<file path="src/rtl/cmul3_pkg.sv">
package cmul3_pkg;

    // Pipeline depth: pre-add, multiply, post-add.
    localparam int unsigned CMUL_LAT = 3;

    // Width of a full-precision complex product component.
    function automatic int prod_width(input int w);
        return 2 * w + 2;
    endfunction

endpackage

</file>
<file path="src/rtl/cmul3_preadd.sv">
module cmul3_preadd #(
    parameter int W  = 16,
    parameter int PW = W + 1
) (
    input  logic                 clk,
    input  logic                 rst_n,
    input  logic                 in_valid,
    input  logic signed [W-1:0]  in_a,
    input  logic signed [W-1:0]  in_b,
    input  logic signed [W-1:0]  in_c,
    input  logic signed [W-1:0]  in_d,
    output logic                 v_o,
    output logic signed [W-1:0]  a_o,
    output logic signed [W-1:0]  b_o,
    output logic signed [W-1:0]  d_o,
    output logic signed [PW-1:0] cmd_o,
    output logic signed [PW-1:0] cpd_o,
    output logic signed [PW-1:0] amb_o
);

    typedef struct packed {
        logic                 v;
        logic signed [W-1:0]  a;
        logic signed [W-1:0]  b;
        logic signed [W-1:0]  d;
        logic signed [PW-1:0] cmd;
        logic signed [PW-1:0] cpd;
        logic signed [PW-1:0] amb;
    } st_t;

    st_t st_d, st_q;

    always_comb begin
        st_d   = st_q;
        st_d.v = in_valid;
        if (in_valid) begin
            st_d.a   = in_a;
            st_d.b   = in_b;
            st_d.d   = in_d;
            st_d.cmd = PW'(in_c) - PW'(in_d);
            st_d.cpd = PW'(in_c) + PW'(in_d);
            st_d.amb = PW'(in_a) - PW'(in_b);
        end
    end

    always_ff @(posedge clk or negedge rst_n) begin
        if (!rst_n) st_q <= '0;
        else        st_q <= st_d;
    end

    assign v_o   = st_q.v;
    assign a_o   = st_q.a;
    assign b_o   = st_q.b;
    assign d_o   = st_q.d;
    assign cmd_o = st_q.cmd;
    assign cpd_o = st_q.cpd;
    assign amb_o = st_q.amb;

    // The sum and difference terms must differ by exactly twice the stored d.
    AST_PREADD_PAIR: assert property (@(posedge clk) disable iff (!rst_n)
        st_q.v |-> (PW'(st_q.cpd - st_q.cmd) == PW'({st_q.d, 1'b0})));

endmodule

</file>
<file path="src/rtl/cmul3_mult.sv">
module cmul3_mult #(
    parameter int W  = 16,
    parameter int PW = W + 1,
    parameter int MW = PW + W
) (
    input  logic                 clk,
    input  logic                 rst_n,
    input  logic                 v_i,
    input  logic signed [W-1:0]  a_i,
    input  logic signed [W-1:0]  b_i,
    input  logic signed [W-1:0]  d_i,
    input  logic signed [PW-1:0] cmd_i,
    input  logic signed [PW-1:0] cpd_i,
    input  logic signed [PW-1:0] amb_i,
    output logic                 v_o,
    output logic signed [MW-1:0] pre_o,
    output logic signed [MW-1:0] pim_o,
    output logic signed [MW-1:0] shr_o
);

    typedef struct packed {
        logic                 v;
        logic signed [MW-1:0] pre;
        logic signed [MW-1:0] pim;
        logic signed [MW-1:0] shr;
    } st_t;

    st_t st_d, st_q;

    // All three products sit behind the same register count, so the shared
    // term meets its partners in the post-add without extra delay.
    always_comb begin
        st_d   = st_q;
        st_d.v = v_i;
        if (v_i) begin
            st_d.pre = MW'(cmd_i) * MW'(a_i);
            st_d.pim = MW'(cpd_i) * MW'(b_i);
            st_d.shr = MW'(amb_i) * MW'(d_i);
        end
    end

    always_ff @(posedge clk or negedge rst_n) begin
        if (!rst_n) st_q <= '0;
        else        st_q <= st_d;
    end

    assign v_o   = st_q.v;
    assign pre_o = st_q.pre;
    assign pim_o = st_q.pim;
    assign shr_o = st_q.shr;

    // Strobe advances one stage per edge.
    AST_MULT_STROBE: assert property (@(posedge clk) disable iff (!rst_n)
        v_i |=> st_q.v);

endmodule

</file>
<file path="src/rtl/cmul3_postadd.sv">
module cmul3_postadd #(
    parameter int MW = 33,
    parameter int OW = MW + 1
) (
    input  logic                 clk,
    input  logic                 rst_n,
    input  logic                 v_i,
    input  logic signed [MW-1:0] pre_i,
    input  logic signed [MW-1:0] pim_i,
    input  logic signed [MW-1:0] shr_i,
    output logic                 v_o,
    output logic signed [OW-1:0] re_o,
    output logic signed [OW-1:0] im_o
);

    typedef struct packed {
        logic                 v;
        logic signed [OW-1:0] re;
        logic signed [OW-1:0] im;
    } st_t;

    st_t st_d, st_q;

    always_comb begin
        st_d   = st_q;
        st_d.v = v_i;
        if (v_i) begin
            st_d.re = OW'(pre_i) + OW'(shr_i);
            st_d.im = OW'(pim_i) + OW'(shr_i);
        end
    end

    always_ff @(posedge clk or negedge rst_n) begin
        if (!rst_n) st_q <= '0;
        else        st_q <= st_d;
    end

    assign v_o  = st_q.v;
    assign re_o = st_q.re;
    assign im_o = st_q.im;

    // Results only move when a new valid result is registered.
    AST_HOLD_RESULT: assert property (@(posedge clk) disable iff (!rst_n)
        !st_q.v |-> ($stable(st_q.re) && $stable(st_q.im)));

endmodule

</file>
<file path="src/rtl/cmul3_top.sv">
module cmul3_top #(
    parameter  int W  = 16,
    localparam int OW = 2 * W + 2
) (
    input  logic                 clk,
    input  logic                 rst_n,
    input  logic                 in_valid,
    input  logic signed [W-1:0]  in_a,
    input  logic signed [W-1:0]  in_b,
    input  logic signed [W-1:0]  in_c,
    input  logic signed [W-1:0]  in_d,
    output logic                 out_valid,
    output logic signed [OW-1:0] out_re,
    output logic signed [OW-1:0] out_im
);

    localparam int PW = W + 1;
    localparam int MW = PW + W;
    localparam int RW = cmul3_pkg::prod_width(W);

    logic                 s1_v;
    logic signed [W-1:0]  s1_a, s1_b, s1_d;
    logic signed [PW-1:0] s1_cmd, s1_cpd, s1_amb;
    logic                 s2_v;
    logic signed [MW-1:0] s2_pre, s2_pim, s2_shr;
    logic signed [RW-1:0] s3_re, s3_im;

    cmul3_preadd #(.W(W), .PW(PW)) u_pre (
        .clk     (clk),
        .rst_n   (rst_n),
        .in_valid(in_valid),
        .in_a    (in_a),
        .in_b    (in_b),
        .in_c    (in_c),
        .in_d    (in_d),
        .v_o     (s1_v),
        .a_o     (s1_a),
        .b_o     (s1_b),
        .d_o     (s1_d),
        .cmd_o   (s1_cmd),
        .cpd_o   (s1_cpd),
        .amb_o   (s1_amb)
    );

    cmul3_mult #(.W(W), .PW(PW), .MW(MW)) u_mul (
        .clk   (clk),
        .rst_n (rst_n),
        .v_i   (s1_v),
        .a_i   (s1_a),
        .b_i   (s1_b),
        .d_i   (s1_d),
        .cmd_i (s1_cmd),
        .cpd_i (s1_cpd),
        .amb_i (s1_amb),
        .v_o   (s2_v),
        .pre_o (s2_pre),
        .pim_o (s2_pim),
        .shr_o (s2_shr)
    );

    cmul3_postadd #(.MW(MW), .OW(RW)) u_post (
        .clk   (clk),
        .rst_n (rst_n),
        .v_i   (s2_v),
        .pre_i (s2_pre),
        .pim_i (s2_pim),
        .shr_i (s2_shr),
        .v_o   (out_valid),
        .re_o  (s3_re),
        .im_o  (s3_im)
    );

    assign out_re = OW'(s3_re);
    assign out_im = OW'(s3_im);

    AST_VALID_LATENCY: assert property (@(posedge clk) disable iff (!rst_n)
        in_valid |-> ##3 out_valid);

    AST_ZERO_FIRST: assert property (@(posedge clk) disable iff (!rst_n)
        (in_valid && in_a == '0 && in_b == '0) |-> ##3
        (out_valid && out_re == '0 && out_im == '0));

endmodule

</file>
<file path="config.mk">
export PLATFORM = sky130hd
export DESIGN_NAME = cmul3_top
export DESIGN_NICKNAME = d
export VERILOG_FILES = /design/src/rtl/cmul3_pkg.sv /design/src/rtl/cmul3_preadd.sv /design/src/rtl/cmul3_mult.sv /design/src/rtl/cmul3_postadd.sv /design/src/rtl/cmul3_top.sv
export SDC_FILE = /design/constraint.sdc
export NUM_CORES = 2
export LEC_CHECK = 0
export ABC_AREA = 1
export BUFFER_PORTS_ARGS = -buffer_cell sky130_fd_sc_hd__buf_2
export CAP_MARGIN = 5
export CORE_UTILIZATION = 35
export CTS_CLUSTER_SIZE = 10
export DETAILED_ROUTE_END_ITERATION = 7
export GPL_TIMING_DRIVEN = 1
export SLEW_MARGIN = 40
export SYNTH_ARGS = -nofsm -noshare
export SYNTH_HDL_FRONTEND = slang
export SYNTH_HIERARCHICAL = 1
export SYNTH_SLANG_ARGS = --single-unit
</file>
<file path="constraint.sdc">
create_clock -name clk -period 5.6 [get_ports clk]
set_input_delay 1.4 -clock clk [delete_from_list [all_inputs] [get_ports clk]]
set_output_delay 1.4 -clock clk [all_outputs]
set_load 0.01 [all_outputs]
</file>
Word level (Yosys, flattened, before mapping):

Cells that the tools add are included.

* $add $sub $neg: 5
* multiply operators: 3
* divide/modulo/power cells: 0
* $lt $le $gt $ge: 0
* eq/ne operators: 0
* shifts and indexed selects: 0
* mux-type cells: 0
* bitwise gates (word level): 0
* reduce and logical (&&, ||, !) cells: 0

Operators with widths (count)
* multiplier 17 x 16 -> 33 bit: 3
* adder 33 x 33 -> 34 bit: 2
* subtractor 16 x 16 -> 17 bit: 2
* adder 16 x 16 -> 17 bit: 1

* bits in registers: 269
* bits in latches: 0
* memory bits (writable): 0
* ROM bits: 0
* input port bits: 67
* output and inout bits: 69
* word-level logic and storage cells: 22
* memories kept: 0

Depth between registers and ports, before layout:

* word-level depth: 1
* gate-level depth with buffers: 28
* gate-level depth less buffers: 26

By module:

Netlist, hierarchy kept.

Modules (own cells, without submodules)
* cmul3_mult: times used 1, cells each 4944, area each 37402.1 µm², seq. area each 2502.4 µm²
* cmul3_postadd: times used 1, cells each 1115, area each 7011.7 µm², seq. area each 1726.7 µm²
* cmul3_preadd: times used 1, cells each 925, area each 6497.5 µm², seq. area each 2477.4 µm²

Least setup slack after synthesis:

Ideal clock, no wire load.

* path type: flip-flop to flip-flop
* start point: register u_pre.st_q (netlist bit u_pre/b_o[5])
* end point: register u_mul.st_q (netlist bit u_mul/pim_o[32])
* setup time: 0.117 ns
* arrival time: 5.417 ns
* data required time: 5.483 ns
* slack: 0.066 ns
* cell stages (with the launch flop): 24
* buffers on the path: 2
* clock period less this slack: 5.534 ns
* path through: dfrtp_1 > clkbuf_1 > clkbuf_1 > nand2_1 > fa_1 > inv_1 > fa_1 > fa_1 > fa_1 > fa_1 > inv_1 > fa_1 > inv_1 > ha_1 > nand2_2 > nor2_2 > inv_2 > nor2_2 > and2_1 > nand2_1 > nand3_1 > nand2_1 > nand3_1 > nand2_1

* cells in the longest elaborated chain, start to end: 1

RTL lines
* start, declared: RTL line cmul3_preadd.sv:31 `st_t st_d, st_q;`
* start signal, assigned: RTL line cmul3_preadd.sv:48 `else st_q <= st_d;`
* multiplier 17 x 16 -> 33 bit: RTL line cmul3_mult.sv:37 `st_d.pim = MW'(cpd_i) * MW'(b_i);`
* end signal, assigned: RTL line cmul3_mult.sv:44 `else st_q <= st_d;`
* end, declared: RTL line cmul3_mult.sv:28 `st_t st_d, st_q;`

Every way passes these cells.
A chain may end at the register's enable or synchronous reset.

Worst setup path after layout:

* start point: register u_pre.st_q (netlist bit u_pre/a_o[15])
* end point: register u_mul.st_q (netlist bit u_mul/pre_o[32])

* cells in the longest elaborated chain, start to end: 1

RTL lines
* multiplier 17 x 16 -> 33 bit: RTL line cmul3_mult.sv:36 `st_d.pre = MW'(cmd_i) * MW'(a_i);`

Every way passes these cells.

==> key figures <==
Status
  – Status: finished, violations left
  – Failing checks: design-rule violations

Finish
  – Most common cell after layout, fill and taps aside: sky130_fd_sc_hd__nand2_1
  – Final Instance Area: around 60,000 sq um
  – Highest-count cells in the layout ignoring fill and taps: sky130_fd_sc_hd__nand2_1, sky130_fd_sc_hd__inv_1, sky130_fd_sc_hd__fa_1
  – Area growth, synth to finish: 18.2%
  – Layout cells sized above 1: 0.156
  – Number of nets in the final layout: 8,619
  – Antenna Cells: 0
  – Filler-free cell count of the finished design: ~9,300
  – Fillcell total: ~15,000

Routing
  – Number of iterations in the first detailed-routing pass: 8
  – Detailed Route WL: roughly 150,000 um
  – Final routed DRC violation total: 14
  – Detailed-route vias per instance: between 4 and 5
  – Via count: between 40,000 and 50,000
  – Starting DRC count in detailed routing: 3,062
  – Antenna Violating Nets Remaining: 0
  – Final routed wire length divided by cell count: ~17 um

Yosys
  – Mapped Avg Cell Area: between 7 and 8 sq um
  – Dominant combinational cell family by area after synthesis: adder cells
  – Post-synth design cell area: 50,900 sq um
  – Most used flip-flop cell after synthesis: sky130_fd_sc_hd__dfrtp_1
  – Synth area leaders: sky130_fd_sc_hd__fa_1, sky130_fd_sc_hd__nand2_1, sky130_fd_sc_hd__dfrtp_1, sky130_fd_sc_hd__inv_1, sky130_fd_sc_hd__ha_1
  – Fraction of synthesized area in multiplexers: 0
  – Fraction of registers with async set or reset after synthesis: 1.00
  – Yosys warns: 6
  – Count of flip-flops with a built-in enable after synthesis: 0
  – Gate Count Post-Synth: approximately 7,000
  – Sequential-to-total area share from yosys stat: 0.132
  – Post-Synth Simple-Gate Area: 0.242
  – Post-synthesis cell type count: between 40 and 50
  – Synthesized-area fraction occupied by xor and xnor cells: 0.0141
  – Nets in the synthesized netlist: slightly above 8,000
  – Flops & latches, synth: 268
  – Top cell type's share of synthesized area: 0.328
  – Post-synthesis share of cell area spent on full adders, half adders and majority gates: 0.417
  – Cell type contributing the most total cell area after synthesis: sky130_fd_sc_hd__fa_1
  – Fraction of the mapped netlist area in compound gates: 0.0454

Placed design
  – Area after detailed placement: roughly 57,000 sq um
  – Cells after DPL: between 9,000 and 10,000
  – Dpl hpwl: about 130,000 um
  – Last weighted congestion value of the routability-driven placer: between 0.9 and 1
  – Setup slack at placement: -0.212 ns
  – Port buffer count: 135

Timing
  – Tcrit/Tclk final: 0.990
  – Final Setup Violations: 0
  – Final Slew Violations: 0
  – Worst clock skew: approximately 0.043 ns
  – Fin crit period: 5.54 ns
  – Slew at the pin closest to its max-slew limit: approximately 0.8 ns
  – Final Hold Viols: 0
  – RSZ-0062 raised after global routing: yes
  – Setup slack of the critical path after layout: approximately 0.057 ns
  – Relative max-transition margin: 0.468
  – Achievable clock frequency: 0.180 GHz

Clock tree
  – Post-CTS clock slew at the launch and capture registers of the worst setup and hold paths: roughly 0.06 ns
  – Hold Buf Count CTS: 0
  – CTS max path bufs: 3
  – Number of clock buffers inserted by TritonCTS: 38
  – TritonCTS clock tree: built
  – Clock Tree Root: sky130_fd_sc_hd__clkbuf_16
  – TritonCTS sink count: between 200 and 300
  – Clock latency of the later-clocked register in the worst-skew pair: ~0.6 ns
  – Number of levels in the clock H-tree: 2

Worst setup path
  – Biggest fanout along the worst timing path: 14
  – RR Startpoint: u_pre/a_o[15]
  – CP Data Required Time: between 6 and 7 ns
  – Worst reg2reg path endpoint: u_mul/pre_o[32]
  – Critical path launch point: u_pre/a_o[15]
  – Critical path launch point type: flip-flop
  – Arrival time at the worst endpoint: between 5 and 6 ns
  – CP Capture Type: flip-flop
  – Critical setup path kind: flip-flop to flip-flop
  – R2R Setup Slk: 0.06 ns
  – Cell depth of the worst flop-to-flop path: 23

Floorplan
  – Total number of placement rows: about 140
  – Horizontal die dimension: 383 um
  – Placeable core region: approximately 140,000 sq um
  – Vertical die dimension: 383 um
  – Top-level port count: ~140
  – Die area: ~150,000 sq um
  – Initial standard-cell utilization of the core: 0.354

Hold path
  – Path category of the worst min-delay check: flip-flop to flip-flop
  – Hold depth: 2
  – Worst min-delay path startpoint: u_post/re_o[0]
  – Hold path endpoint: u_post/re_o[0]

GRT
  – Number of antenna violations at the first check in global routing: 1
  – First-pass GRT wire length: around 250,000 um
  – Sum of overflow across all layers after global routing: 0
  – Number of global-route vias before repair: about 45,000
  – Total routing resource utilization after global routing: 0.212
  – Maximum number of pins on one net before global-route repair: about 110

Job
  – Number of maximum-capacitance violations: 0
==> worst max path at each step <==
stage	end	slack, ns	depth (start not counted)
after floorplan	u_mul/pim_o[32]	0.07	23
after global placement	u_mul/pre_o[19]	-0.20	23
after detailed placement	u_mul/pre_o[19]	-0.21	23
after CTS	u_mul/shr_o[20]	0.01	24
after global routing	u_mul/pre_o[32]	-0.14	23
final	u_mul/pre_o[32]	0.06	23
==> timing repair <==
action                                 CTS  global route
cloned                                   0             2
pin swaps                                3           106
setup endpoints to repair               33            62
buffers inserted                         3            43
endpoints found under the hold margin    0             0
gates resized for setup                 37           445
==> layout make-up <==
class | count | area (sq um) | share of cell area
tap | 1903 | 2380 | 0.0396
multi-input combinational | 4704 | 38200 | 0.636
clock buffer | 50 | 1070 | 0.0177
clock inverter | 13 | 201 | 0.00335
sequential | 268 | 6760 | 0.112
inverter | 1767 | 6650 | 0.111
timing repair buffer | 574 | 4850 | 0.0807
==> sequential cells by signal (all words and copies together) (netlist names) <==
signal and cells:
u_pre/d_o 16, u_pre/a_o 16, u_pre/amb_o 17, u_mul/pre_o 33, u_pre/b_o 16, u_mul/v_o 1, u_pre/cpd_o 17, u_mul/pim_o 33
u_post/v_o 1, u_mul/shr_o 33, u_post/re_o 34, u_pre/cmd_o 16, u_post/im_o 34, u_pre/v_o 1
==> synthesized netlist by cell type (3+ instances only) <==
master / n
sky130_fd_sc_hd__fa_1: 833
sky130_fd_sc_hd__nor2_1: 267
sky130_fd_sc_hd__o21bai_1: 26
sky130_fd_sc_hd__o21ai_0: 149
sky130_fd_sc_hd__or2_2: 14
sky130_fd_sc_hd__clkinv_1: 4
sky130_fd_sc_hd__nand4_1: 51
sky130_fd_sc_hd__inv_2: 24
sky130_fd_sc_hd__inv_1: 1739
sky130_fd_sc_hd__nand3_2: 12
sky130_fd_sc_hd__xnor2_1: 64
sky130_fd_sc_hd__and2_1: 17
sky130_fd_sc_hd__or2_1: 9
sky130_fd_sc_hd__nor2_2: 27
sky130_fd_sc_hd__dfrtp_1: 268
sky130_fd_sc_hd__nand3_1: 277
sky130_fd_sc_hd__a21o_1: 6
sky130_fd_sc_hd__xor2_1: 18
sky130_fd_sc_hd__buf_2: 27
sky130_fd_sc_hd__ha_1: 366
sky130_fd_sc_hd__nand3b_1: 26
sky130_fd_sc_hd__o21ai_2: 3
sky130_fd_sc_hd__clkbuf_1: 211
sky130_fd_sc_hd__buf_1: 3
sky130_fd_sc_hd__buf_4: 3
sky130_fd_sc_hd__a31oi_1: 4
sky130_fd_sc_hd__a21oi_1: 189
sky130_fd_sc_hd__nand2_1: 2188
sky130_fd_sc_hd__nand2_2: 54
sky130_fd_sc_hd__nor3_2: 12
sky130_fd_sc_hd__o21ai_1: 42
sky130_fd_sc_hd__nor3_1: 28
sky130_fd_sc_hd__nor4_1: 4
sky130_fd_sc_hd__a21oi_2: 5
sky130_fd_sc_hd__o21a_1: 5
==> logic make-up after synthesis <==
logic type / Yosys count
compound gates: 433
xor+xnor: 82
fa+ha+maj: 1199
buf+inv: 2012
flops: 268
simple gates: 2990
==> critical path, stage by stage, from the launching register on <==
cell,delay [ns]
sky130_fd_sc_hd__dfrtp_1,0.40
sky130_fd_sc_hd__clkinvlp_4,0.12
sky130_fd_sc_hd__buf_12,0.15
sky130_fd_sc_hd__buf_12,0.15
sky130_fd_sc_hd__or2_4,0.23
sky130_fd_sc_hd__fa_1,0.56
sky130_fd_sc_hd__fa_1,0.46
sky130_fd_sc_hd__fa_1,0.57
sky130_fd_sc_hd__inv_2,0.05
sky130_fd_sc_hd__fa_1,0.51
sky130_fd_sc_hd__inv_1,0.05
sky130_fd_sc_hd__fa_1,0.50
sky130_fd_sc_hd__inv_2,0.05
sky130_fd_sc_hd__fa_1,0.50
sky130_fd_sc_hd__ha_4,0.34
sky130_fd_sc_hd__nand2_4,0.07
sky130_fd_sc_hd__nor2_4,0.11
sky130_fd_sc_hd__and2_4,0.14
sky130_fd_sc_hd__and2_4,0.14
sky130_fd_sc_hd__nand2_1,0.06
sky130_fd_sc_hd__nand2_2,0.07
sky130_fd_sc_hd__nand3_2,0.06
sky130_fd_sc_hd__nand3_2,0.06
sky130_fd_sc_hd__nand2_1,0.05
==> routing by layer <==
metal	part of all wire	track usage	vias to the layer above	routed length, um
li1	-	-	21100	-
met4	0.038	0.0701	2	5820
met3	0.057	0.0250	192	8750
met1	0.48	0.309	21300	73800
met2	0.43	0.326	1166	66000
met5	0.000084	0	-	13
==> stage by stage <==
stage,TNS (ns),util,hold slack [ns]
after global placement,-0.999,0.393,0.451
after global routing,-1.40,0.418,0.498
after CTS,0,0.403,0.477
after floorplan,0,-,0.352
after detailed placement,-2.33,0.393,0.462
final,0,0.418,0.468
Power is left out: the tool's default activity adds up to more than one toggle a clock period on the data nets, which glitch-free logic cannot reach.
